### src/rtl/flu_pkg.sv
package flu_pkg;
  typedef struct packed {
    logic redirect;    // execute-stage transfer: refill the pipeline
    logic selPcWrite;  // target comes from the PC-write data
    logic linkWrite;   // emit return address to the link register
  } fluStrobes_t;
endpackage

### src/rtl/flu_ctrl.sv
module flu_ctrl
  import flu_pkg::*;
(
  input  logic        clk,
  input  logic        rstN,
  input  logic        exValid,
  input  logic        brTake,
  input  logic        brLink,
  input  logic        pcWrite,
  output fluStrobes_t strobes
);
  logic transferReq;

  always_comb begin
    transferReq        = brTake | pcWrite;
    strobes.redirect   = exValid & transferReq;
    strobes.selPcWrite = pcWrite;
    strobes.linkWrite  = exValid & brTake & brLink & ~pcWrite;
  end

  // a link write always comes with a refill of the pipeline
  assert_link_redirect_R7: assert property (@(posedge clk) disable iff (!rstN)
    strobes.linkWrite |-> strobes.redirect);
endmodule

### src/rtl/flu_datapath.sv
module flu_datapath
  import flu_pkg::*;
#(
  parameter int ADDR_W     = 32,
  parameter int INSTR_W    = 32,
  parameter int OFFSET_W   = 24,
  parameter logic [ADDR_W-1:0] RESET_ADDR = '0
)(
  input  logic               clk,
  input  logic               rstN,
  input  fluStrobes_t        strobes,
  input  logic [OFFSET_W-1:0] brOffset,
  input  logic [ADDR_W-1:0]  pcWriteData,
  input  logic [INSTR_W-1:0] imemData,
  output logic [ADDR_W-1:0]  imemAddr,
  output logic               exValid,
  output logic [INSTR_W-1:0] exInstr,
  output logic [ADDR_W-1:0]  exAddr,
  output logic [ADDR_W-1:0]  exPc,
  output logic [ADDR_W-1:0]  lrData
);
  localparam int STEP_BYTES = INSTR_W / 8;
  localparam int EXT_W      = ADDR_W - OFFSET_W - 2;
  localparam logic [ADDR_W-1:0] STEP  = ADDR_W'(STEP_BYTES);
  localparam logic [ADDR_W-1:0] AHEAD = ADDR_W'(2 * STEP_BYTES);

  logic [ADDR_W-1:0]  fetchPc, nextPc, branchTarget, offsetBytes, linkSum;
  logic               decValid;
  logic [INSTR_W-1:0] decInstr;
  logic [ADDR_W-1:0]  decAddr;

  // fetchPc sits two words ahead of execute, so it is the visible PC
  assign imemAddr     = fetchPc;
  assign exPc         = fetchPc;
  assign offsetBytes  = {{EXT_W{brOffset[OFFSET_W-1]}}, brOffset, 2'b00};
  assign branchTarget = fetchPc + offsetBytes;
  assign linkSum      = exAddr + STEP;
  assign lrData       = {linkSum[ADDR_W-1:2], 2'b00};

  always_comb begin
    if (strobes.redirect)
      nextPc = strobes.selPcWrite ? pcWriteData : branchTarget;
    else
      nextPc = fetchPc + STEP;
  end

  always_ff @(posedge clk or negedge rstN) begin
    if (!rstN) begin
      fetchPc  <= RESET_ADDR;
      decValid <= 1'b0;
      decInstr <= '0;
      decAddr  <= '0;
      exValid  <= 1'b0;
      exInstr  <= '0;
      exAddr   <= '0;
    end else begin
      fetchPc <= nextPc;
      if (strobes.redirect) begin
        decValid <= 1'b0;
        exValid  <= 1'b0;
      end else begin
        exValid  <= decValid;
        exInstr  <= decInstr;
        exAddr   <= decAddr;
        decValid <= 1'b1;
        decInstr <= imemData;
        decAddr  <= fetchPc;
      end
    end
  end

  // fetch counter and execute address stay exactly two words apart
  assert_plus8_R3: assert property (@(posedge clk) disable iff (!rstN)
    exValid |-> (exPc == exAddr + AHEAD));

  // branch lands at the plus-8 PC plus the scaled offset
  assert_branch_target_R4: assert property (@(posedge clk) disable iff (!rstN)
    (strobes.redirect && !strobes.selPcWrite) |=>
      (imemAddr == $past(exAddr) + AHEAD + $past(offsetBytes)));

  // both younger stages are empty after a transfer
  assert_flush_R5: assert property (@(posedge clk) disable iff (!rstN)
    strobes.redirect |=> (!exValid && !decValid));

  // a refilled decode stage keeps execute empty one more cycle
  assert_refill_R5: assert property (@(posedge clk) disable iff (!rstN)
    (rstN && !decValid && !strobes.redirect) |=> !exValid);

  // the return address is the visible PC backed off by one word
  assert_link_value_R6: assert property (@(posedge clk) disable iff (!rstN)
    strobes.linkWrite |-> (lrData == ((exPc - STEP) & ~ADDR_W'(3))));

  // a bubble in execute leaves fetch sequential
  assert_bubble_seq_R7: assert property (@(posedge clk) disable iff (!rstN)
    (rstN && !exValid) |=> (imemAddr == $past(imemAddr) + STEP));

  // a PC write is taken verbatim
  assert_pc_write_R8: assert property (@(posedge clk) disable iff (!rstN)
    (strobes.redirect && strobes.selPcWrite) |=> (imemAddr == $past(pcWriteData)));
endmodule

### src/rtl/fetch_link_unit.sv
module fetch_link_unit
  import flu_pkg::*;
#(
  parameter int ADDR_W   = 32,
  parameter int INSTR_W  = 32,
  parameter int OFFSET_W = 24
)(
  input  logic                clk,
  input  logic                rstN,
  output logic [ADDR_W-1:0]   imemAddr,
  input  logic [INSTR_W-1:0]  imemData,
  input  logic                brTake,
  input  logic                brLink,
  input  logic [OFFSET_W-1:0] brOffset,
  input  logic                pcWrite,
  input  logic [ADDR_W-1:0]   pcWriteData,
  output logic                exValid,
  output logic [INSTR_W-1:0]  exInstr,
  output logic [ADDR_W-1:0]   exAddr,
  output logic [ADDR_W-1:0]   exPc,
  output logic                lrWe,
  output logic [ADDR_W-1:0]   lrData
);
  fluStrobes_t strobes;

  flu_ctrl u_ctrl (
    .clk     (clk),
    .rstN    (rstN),
    .exValid (exValid),
    .brTake  (brTake),
    .brLink  (brLink),
    .pcWrite (pcWrite),
    .strobes (strobes)
  );

  flu_datapath #(
    .ADDR_W   (ADDR_W),
    .INSTR_W  (INSTR_W),
    .OFFSET_W (OFFSET_W)
  ) u_datapath (
    .clk         (clk),
    .rstN        (rstN),
    .strobes     (strobes),
    .brOffset    (brOffset),
    .pcWriteData (pcWriteData),
    .imemData    (imemData),
    .imemAddr    (imemAddr),
    .exValid     (exValid),
    .exInstr     (exInstr),
    .exAddr      (exAddr),
    .exPc        (exPc),
    .lrData      (lrData)
  );

  assign lrWe = strobes.linkWrite;
endmodule

### config.mk
export PLATFORM = sky130hd
export DESIGN_NAME = fetch_link_unit
export DESIGN_NICKNAME = d
export VERILOG_FILES = /design/src/rtl/flu_pkg.sv /design/src/rtl/flu_ctrl.sv /design/src/rtl/flu_datapath.sv /design/src/rtl/fetch_link_unit.sv
export SDC_FILE = /design/constraint.sdc
export NUM_CORES = 1
export LEC_CHECK = 0
export ABC_AREA = 1
export ABC_CLOCK_PERIOD_IN_PS = 2200
export BUFFER_PORTS_ARGS = -buffer_cell sky130_fd_sc_hd__buf_2
export CAP_MARGIN = 20
export CELL_PAD_IN_SITES_DETAIL_PLACEMENT = 1
export CELL_PAD_IN_SITES_GLOBAL_PLACEMENT = 1
export CORE_ASPECT_RATIO = 0.7
export CORE_MARGIN = 5
export CORE_UTILIZATION = 38
export DETAILED_ROUTE_END_ITERATION = 8
export GPL_ROUTABILITY_DRIVEN = 0
export PLACE_DENSITY_LB_ADDON = 0.1
export SLEW_MARGIN = 20
export SYNTH_ARGS = -nofsm -noshare
export SYNTH_HDL_FRONTEND = slang
export SYNTH_SLANG_ARGS = --single-unit
### constraint.sdc
create_clock -name clk -period 2.2 [get_ports clk]
set_input_delay 0.33 -clock clk [delete_from_list [all_inputs] [get_ports clk]]
set_output_delay 0.33 -clock clk [all_outputs]
set_load 0.05 [all_outputs]
# Word level (Yosys, flattened, before mapping)
# Cells that the tools add are included.
[op_classes]
addsub = 3
muxes = 4
n_bitwise = 6
[op_table]
columns = ["cell", "count"]
rows = [
  ["32-bit by 3-bit adder with 32-bit output, second input constant", 2],
  ["32-bit two-way mux", 2],
  ["32-bit adder", 1],
  ["1-bit AND", 4],
  ["1-bit two-way mux", 2],
  ["1-bit NOT", 1],
  ["1-bit OR", 1],
]
[word_totals]
reg_bits = 162
inputBits = 93
out_inout_bits = 162
word_cells = 20

# Longest topological paths before layout
# Gate-level depths: netlist of the first run.
[depth]
word_depth = 3
ltp_mapped = 13

# Hierarchy
# From an unflattened synthesis of the first run, not the netlist that was laid out.
[unflattened]
cells_unflattened = 1424
hier_area_um2 = 9987.1
[by_module_without_submodules]
columns = ["mod", "n_inst", "cells_per_inst", "area_each_um2", "seq_area_each_um2"]
rows = [
  ["flu_datapath", 1, 1416, 9953.3, 4053.9],
  ["flu_ctrl", 1, 8, 33.8, 0.0],
]

# Least setup slack after synthesis of the first run
# Ideal clock, no wire load.
[synth_path]
kind = "flip-flop to output port"
start = "reg u_datapath.exAddr[2]"
end = "out lrData[28]"
arrival_ns = 2.612
slack_ns = -0.742
stages_incl_launch_ff = 10
path_buffers = 0
path_cell_list = "dfrtp_1 ha_1 nand3_2 nor3_4 nand2_2 nor2_4 nand3b_4 nor2_4 nand2_1 xnor2_1"
[synth_via]
elab_chain_cells = 1
[synth_lines]
columns = ["element", "line_no", "source"]
rows = [
  ["start, declared", "flu_datapath.sv:18", "output logic [ADDR_W-1:0] exAddr,"],
  ["start signal, assigned", "flu_datapath.sv:64", "exAddr <= decAddr;"],
  ["32-bit by 3-bit adder with 32-bit output", "flu_datapath.sv:37", "assign linkSum = exAddr + STEP;"],
  ["end, declared", "fetch_link_unit.sv:22", "output logic [ADDR_W-1:0] lrData"],
]
# No other way between the ends.

# Final worst setup path of the first run
[layout_path]
start = "reg u_datapath.exAddr[2]"
end = "out lrData[24]"
# Same word-level chain as after synthesis.

==> flow_results.org, run 1 <==
** Outcome
- Outcome :: finished, violations left
- Violated checks :: setup timing

** Drt
- The count of nets left with antenna violations once routing finished came out at 0.
- Number of vias in the routed layout :: 10,600
- In the routed design, unresolved DRC markers number 0.
- After detailed routing, the average wire length per cell comes to 18.7 um.
- Drt pass-1 iters :: 5
- The final layout contains routed wiring with a total length of 39,800 um.
- Routed via count divided by cell count :: 4.97
- Drt initial violations :: 477

** Power
- The share of total power dissipated in the clock network is 0.118.
- Of the total power, combinational logic draws 0.666.
- In this run the power spent charging and discharging nets is 14,600 uW.
- Proportion of power drawn by flip-flops and latches :: 0.216
- Internal Pwr Total :: 11,000 uW
- Fraction of power spent switching nets :: 0.572
- Pwr/cell area :: 1860 nW/um2
- VDD sags by at most 0.00109 V.
- Leakage :: 0.00766 uW

** CTS
- CTS placed an instance of clkbuf_16 at the clock tree root.
- Maximum level of the CTS H-tree :: 4
- Number of buffers inserted during clock tree synthesis :: 17
- TritonCTS built the clock tree.
- Latest clock arrival within the worst-skew pair :: 0.44 ns
- After clock tree synthesis, the clock-pin slew on the worst setup and hold paths is 0.07 ns.
- Clock Path Buffers :: 2
- Clock sink count :: 162

** Synthesis
- Number of synthesized register bits :: 162
- Of the synthesized area, sequential elements account for 0.402.
- A synthesized cell averages 7.07 um2.
- Yosys printed 0 warnings.
- Synth cell types :: 46
- Netlist area before placement :: 10,100 um2
- Synthesis produced 1,428 cells.

** Setup path
- Crit path launch type :: flip-flop
- Maximum fanout along the worst path :: 4
- STA puts the critical path data required time at 1.87 ns.
- Type of destination of the critical path :: output pin
- The worst setup path is of the reg -> out kind.
- Arrival time at the worst endpoint :: 2.22 ns

** STA
- Setup violators final :: 20
- At the pin with the least slew margin, the transition time is 0.612 ns.
- Worst path setup slack after routing :: -0.355 ns
- In the finished design, the share of the clock period the worst path needs comes to 1.16.
- Clock period minus final worst setup slack :: 2.55 ns
- Headroom to the max-slew limit came out at 0.592.
- Fmax achieved :: 391 MHz
- Unrepaired setup endpoints after global routing :: yes
- Setup_tns :: -4.81 ns
- The number of max-slew violations in the final report is 0.
- Final Hold Vio Count :: 0
- Across the routed clock network, the largest skew measured is 0.0132 ns.

** Placed design
- Detailed placement ended at an HPWL of 29,900 um.
- During placement, the flow inserted port buffers numbering 252.
- Placed insts :: 2,073
- OpenSTA, run right after detailed placement, puts the worst setup slack at -0.0512 ns.

** Global routing
- The initial antenna violation count is 2.
- The number of global-route vias before repair came to 11,000.
- The total overflow left after global routing is 0.
- All-layer global routing usage :: 0.259
- Global-route wire length before repair :: 61,200 um
- Entering global routing, the biggest net connects 99 pins.

** Final layout
- Antenna diode count :: 0
- Fillers :: 3,354
- Post-Route Utilization :: 0.530
- Area added between synthesis and finish :: 36.1%
- Leaving out fill and tap cells, the most frequent cell in the layout is nand2_1.
- Final Non-Filler Cells :: 2,128
- Share of layout cells above drive strength 1 :: 0.302
- Top library cells by usage in the layout, fill and taps aside :: 569 x nand2_1, 226 x buf_2, 147 x inv_1
- In the final design database the tool counted 1,883 nets.

** Die
- Top-level port count :: 255
- Core ar. :: 25,900 um2
- The die is 146 um tall.
- In this run the core area contains 49 standard-cell rows.
- Initial cell density of the core :: 0.389
- Full die area :: 30,000 um2
- Die width :: 205 um

** Hold path
- Worst min-delay path class :: in -> reg

** Flow run
- Max-cap violations :: 0
Yosys cell counts (all sizes together):
| cell type | number | area share |
|---|---|---|
| a21boi | 2 | 0.0015 |
| a21o | 1 | 0.00074 |
| a21oi | 36 | 0.018 |
| a22oi | 1 | 0.00074 |
| a31oi | 3 | 0.0019 |
| a32oi | 1 | 0.00087 |
| and2 | 3 | 0.0019 |
| and3b | 1 | 0.00087 |
| buf | 57 | 0.037 |
| clkbuf | 17 | 0.0063 |
| conb | 1 | 0.00037 |
| dfrtp | 162 | 0.40 |
| fa | 1 | 0.0020 |
| ha | 31 | 0.038 |
| inv | 156 | 0.058 |
| mux2 | 2 | 0.0022 |
| nand2 | 595 | 0.23 |
| nand3 | 66 | 0.034 |
| nand3b | 3 | 0.0035 |
| nand4 | 15 | 0.0093 |
| nor2 | 112 | 0.049 |
| nor3 | 21 | 0.015 |
| nor3b | 1 | 0.0012 |
| nor4 | 4 | 0.0025 |
| o211ai | 2 | 0.0015 |
| o21ai | 76 | 0.038 |
| o21bai | 5 | 0.0037 |
| o22ai | 4 | 0.0025 |
| o31ai | 1 | 0.00074 |
| xnor2 | 19 | 0.016 |
| xor2 | 29 | 0.025 |
layer usage:
metal / share of wire / track usage
met1: 0.46 / 0.361
met3: 0.059 / 0.0594
met2: 0.46 / 0.414
met4: 0.014 / 0.0559
met5: 0.00058 / 0
stage by stage:
stage	cell area, um2	total power [uW]	hold slack, ns
after detailed placement	12600	21800	0.359
after CTS	13500	25300	0.0700
after global placement	12600	21500	0.354
final	13700	25600	0.0866
after floorplan	10400	16700	0.0344
after global routing	13700	27100	0.0766
final cells by class:
| type | count | area, um2 | area share |
|---|---|---|---|
| timing repair buffer | 384 | 2510 | 0.183 |
| clock inverter | 14 | 145 | 0.0106 |
| tap | 357 | 447 | 0.0325 |
| sequential | 162 | 4080 | 0.297 |
| inverter | 156 | 588 | 0.0428 |
| clock buffer | 18 | 439 | 0.0320 |
| multi-input combinational | 1037 | 5530 | 0.403 |
sequential cells by signal, indices dropped and copies added (netlist names):
signal and cells:
u_datapath.decAddr 32, u_datapath.decValid 1, u_datapath.decInstr 32, u_datapath.exPc 32, u_datapath.exAddr 32, u_datapath.exInstr 32
u_datapath.exValid 1
final timing paths:
kind	start	endpoint	slack, ns	cells past startpoint
worst max-delay path	u_datapath.exAddr[2]	lrData[24]	-0.35	10
worst min-delay path	imemData[15]	u_datapath.decInstr[15]	0.09	3
worst max register to register	u_datapath.exPc[14]	u_datapath.exPc[24]	0.11	11
worst min register to register	u_datapath.decInstr[6]	u_datapath.exInstr[6]	0.47	2
max in group asynchronous	rstN	u_datapath.exPc[2]	1.08	3
min in group asynchronous	rstN	u_datapath.decAddr[6]	0.47	2
cell families after synthesis:
logic type / after synthesis / synth area share
simple gates: 821 / 0.343
buf+inv: 230 / 0.101
flops: 162 / 0.402
compound gates: 132 / 0.0700
xor+xnor: 48 / 0.0416
fa+ha+maj: 32 / 0.0404
mux: 2 / 0.00223
other cells: 1 / 0.000371
worst max-delay path, stage by stage (launching register included):
cell	delay [ns]
dfrtp_2	0.41
ha_4	0.16
nand3_4	0.08
nor3_4	0.16
nand2_2	0.10
nor2_4	0.14
nand3b_4	0.14
nor2_4	0.18
buf_12	0.13
xor2_4	0.12
buf_6	0.17
power by group through the flow:
stage | clock network, uW | registers (uW) | logic (uW)
after floorplan | 0 | 8690 | 8050
after global placement | 0 | 5520 | 16000
after detailed placement | 0 | 5540 | 16300
after CTS | 3040 | 5510 | 16700
after global routing | 3200 | 5700 | 18200
final | 3010 | 5530 | 17000
repair_timing:
action                                  CTS  global route
endpoints found under the setup margin   23            38
setup buffers                            13            10
gates resized for setup                  69            37
hold endpoints to repair                 54             0
pin swaps                                17            11
hold buffers                              1             0
No activity file was read; power rests on OpenSTA's default activity.
==> inputs of run 2 (changes only) <==
- SKIP_CTS_REPAIR_TIMING: default -> 1
==> run 2 against run 1 <==
The flow still finishes with violations (setup timing). Register-to-register slack about the same. Setup slack lost 0.085 ns. Sequential share of layout area up 0.30 points. Clock-buffer cell count did not move. Clock skew about the same. Routed wire length fell by 0.73%. Sequential cell count is the same. Fmax shrank 3.2%. Total power shrank 0.61%. Via count decreased by 0.77%. Critical path type unchanged. Die area unchanged. Final cell count down 0.52%.
==> flow_results.org, run 2 (synthesis gave the netlist of run 1 again) <==
** Final layout
- The final-layout fill cell count came to 3,348 (was 3,354).
- The summed area of non-filler cells in the final layout came to 13,600 um2 (was 13,700 um2).
- Top library cells by usage in the layout, fill and taps aside :: 575 x nand2_1, 229 x buf_2, 148 x inv_1 (was 569 x nand2_1, 226 x buf_2, 147 x inv_1)
- The commonest non-fill, non-tap cell in the layout is nand2_1 (unchanged).
- Net count of the finished layout :: 1,872 (was 1,883)
- Antenna diode count :: 0 (unchanged)
- Share of layout cells above drive strength 1 :: 0.294 (was 0.302)
- The synthesis-to-layout area growth came to 34.7% (was 36.1%).

** STA
- The worst slew margin relative to its limit was 0.593 (was 0.592).
- Setup violators final :: 18 (was 20)
- The share of the cycle needed by the critical path after routing came to 1.20 (was 1.16).
- The worst setup slack after layout was -0.439 ns (was -0.355 ns).
- The transition time at the pin with the least slew margin came to 0.611 ns (was 0.612 ns).
- Worst clock skew :: 0.0128 ns (was 0.0132 ns)
- The number of max-slew violations in the final report is 0 (unchanged).
- Final Hold Vio Count :: 0 (unchanged)
- The minimum period implied by the final worst setup slack is 2.64 ns (was 2.55 ns).
- Unrepaired setup endpoints after global routing :: yes (unchanged)
- Fmax achieved :: 379 MHz (was 391 MHz)

** Outcome
- Outcome: finished, violations left (unchanged).
- Violated checks: setup timing (unchanged).

** Global routing
- The combined global-route utilization of all metal layers is 0.253 (was 0.259).
- The number of global-route vias before repair came to 10,800 (was 11,000).
- Global-route track usage on met2 :: 0.399 (was 0.414)
- The initial antenna violation count is 2 (unchanged).
- Met3 track demand over resource in global routing :: 0.0581 (was 0.0594)
- Pin count of the biggest net entering global routing :: 99 (unchanged)
- The layer with the highest usage after global routing is met2 (unchanged).
- Global-route wire length before repair :: 60,000 um (was 61,200 um)
- Met1 usage in global routing :: 0.361 (about the same)
- Gr ovfl total :: 0 (unchanged)

** Setup path
- The data arrival time of the critical path is 2.31 ns (was 2.22 ns).
- Required time of the critical path :: 1.87 ns (about the same)
- The depth of the worst register-to-register path came to 11 (unchanged).
- Type of destination of the critical path :: output pin (unchanged)
- Crit path launch type :: flip-flop (unchanged)
- The startpoint of the worst setup timing path is u_datapath.exAddr[2] (unchanged).
- Kind of critical path :: reg -> out (unchanged)
- The setup slack on the worst flop-to-flop path came to 0.12 ns (was 0.11 ns).
- End of the worst register-to-register path :: u_datapath.exPc[24] (unchanged)
- The end point of the critical path is lrData[28] (was lrData[24]).
- Maximum fanout along the worst path :: 4 (unchanged)
- The origin of the critical flop-to-flop path was u_datapath.exPc[14] (unchanged).

** CTS
- The number of H-tree levels was 4 (unchanged).
- The buffer type at the clock tree root is clkbuf_16 (unchanged).
- The latest clock arrival within the worst-skew pair came to 0.44 ns (about the same).
- Number of buffers inserted during clock tree synthesis :: 17 (unchanged)
- The number of clock sinks seen by CTS was 162 (unchanged).
- The TritonCTS clock tree was yes (unchanged).
- Clock slew at reported path FFs :: 0.07 ns (about the same)
- The number of buffers on the longest clock path was 2 (unchanged).

** Power
- The total design power is 25,400 uW (was 25,600 uW).
- The peak supply drop was 0.00109 V (about the same).
- The power density over the cells came to 1870 nW/um2 (was 1860 nW/um2).
- The static leakage power came to 0.00755 uW (was 0.00766 uW).

** Drt
- Total wirelength of the detailed-routed design :: 39,500 um (was 39,800 um)
- The vias per cell came to 4.96 (was 4.97).
- The wire length per cell after detailed routing came to 18.6 um (was 18.7 um).
- The number of detailed-route iterations in the first pass is 6 (was 5).
- The post-detailed-route count of antenna-violating nets is 0 (unchanged).
- The number of DRC markers after the initial detailed-route iteration was 546 (was 477).
- The count of unresolved DRC violations after routing is 0 (unchanged).
- Number of vias in the routed layout :: 10,500 (was 10,600)

** Die
- The initial core utilization came to 0.389 (unchanged).
- Core ar. :: 25,900 um2 (unchanged)
- Number of rows in the core area :: 49 (unchanged)
- Die width :: 205 um (unchanged)
- The total die area was 30,000 um2 (unchanged).
- The chip height is 146 um (unchanged).
- The count of boundary I/O pins was 255 (unchanged).

** Hold path
- Worst min-delay path class :: in -> reg (unchanged)
- The number of stages on the worst hold path was 3 (unchanged).

** Placed design
- Quantity of I/O buffers inserted on ports :: 252 (unchanged)
- The HPWL after detailed placement came to 29,900 um (unchanged).
- Placed cell areas :: 12,600 um2 (unchanged)

** Flow run
- The number of violations of the max-capacitance limit was 0 (unchanged).
-- run 2: changes by cell type in the layout (fill, tap and decap cells not counted), sizes merged --
cell and change:
buf -12, clkbuf +1
-- run 2: power breakdown --
part,switching (uW),internal [uW]
Combinational,12100,4820
Clock,1370,1630
Sequential,1100,4440
Total,14500,10900
-- run 2: worst max-delay path, stage by stage (launching register included) --
cell,delay (ns)
dfrtp_2,0.43
ha_4,0.17
nand3_4,0.08
nor3_4,0.17
nand2_2,0.11
nor2_4,0.14
nand3b_4,0.15
nor2_4,0.18
nand2_2,0.11
xnor2_4,0.17
buf_6,0.17
-- run 2: how the worst min path moves through the flow --
| stage | start | to |
|---|---|---|
| floorplan | rstN | u_datapath.decAddr[0] |
| global placement | rstN | u_datapath.decAddr[6] |
| detailed placement | rstN | u_datapath.decAddr[6] |
| CTS | rstN | u_datapath.decAddr[6] |
| global route | imemData[26] | u_datapath.decInstr[26] |
| finish | imemData[15] | u_datapath.decInstr[15] |
-- run 2: metrics by stage --
step | setup slack, ns | std cells | util | hold slack, ns | setup TNS, ns
after floorplan | -0.197 | 1429 | - | 0.0344 | -0.843
after global placement | 0.00813 | 2073 | 0.486 | 0.354 | 0
after CTS | -0.516 | 2105 | 0.509 | -0.107 | -6.33
final | -0.439 | 2117 | 0.524 | 0.0894 | -4.64
after detailed placement | -0.0512 | 2073 | 0.486 | 0.359 | -0.155
after global routing | -0.530 | 2117 | 0.524 | 0.0794 | -6.59
-- run 2: final cells by class --
type                    instances  area [um2]  share of cell area
multi-input cells            1037        5480               0.403
well taps                     357         447              0.0329
inverters                     156         588              0.0433
repair buffers                373        2420               0.178
flip-flops and latches        162        4080               0.300
clock inverters                14         145              0.0107
clock buffers                  18         439              0.0323
-- run 2: layer usage --
metal  routed length [um]  vias to the layer above
met5                   23                        -
met1                18300                     5115
met4                  605                        4
met2                18100                      286
li1                     -                     5052
met3                 2430                       41
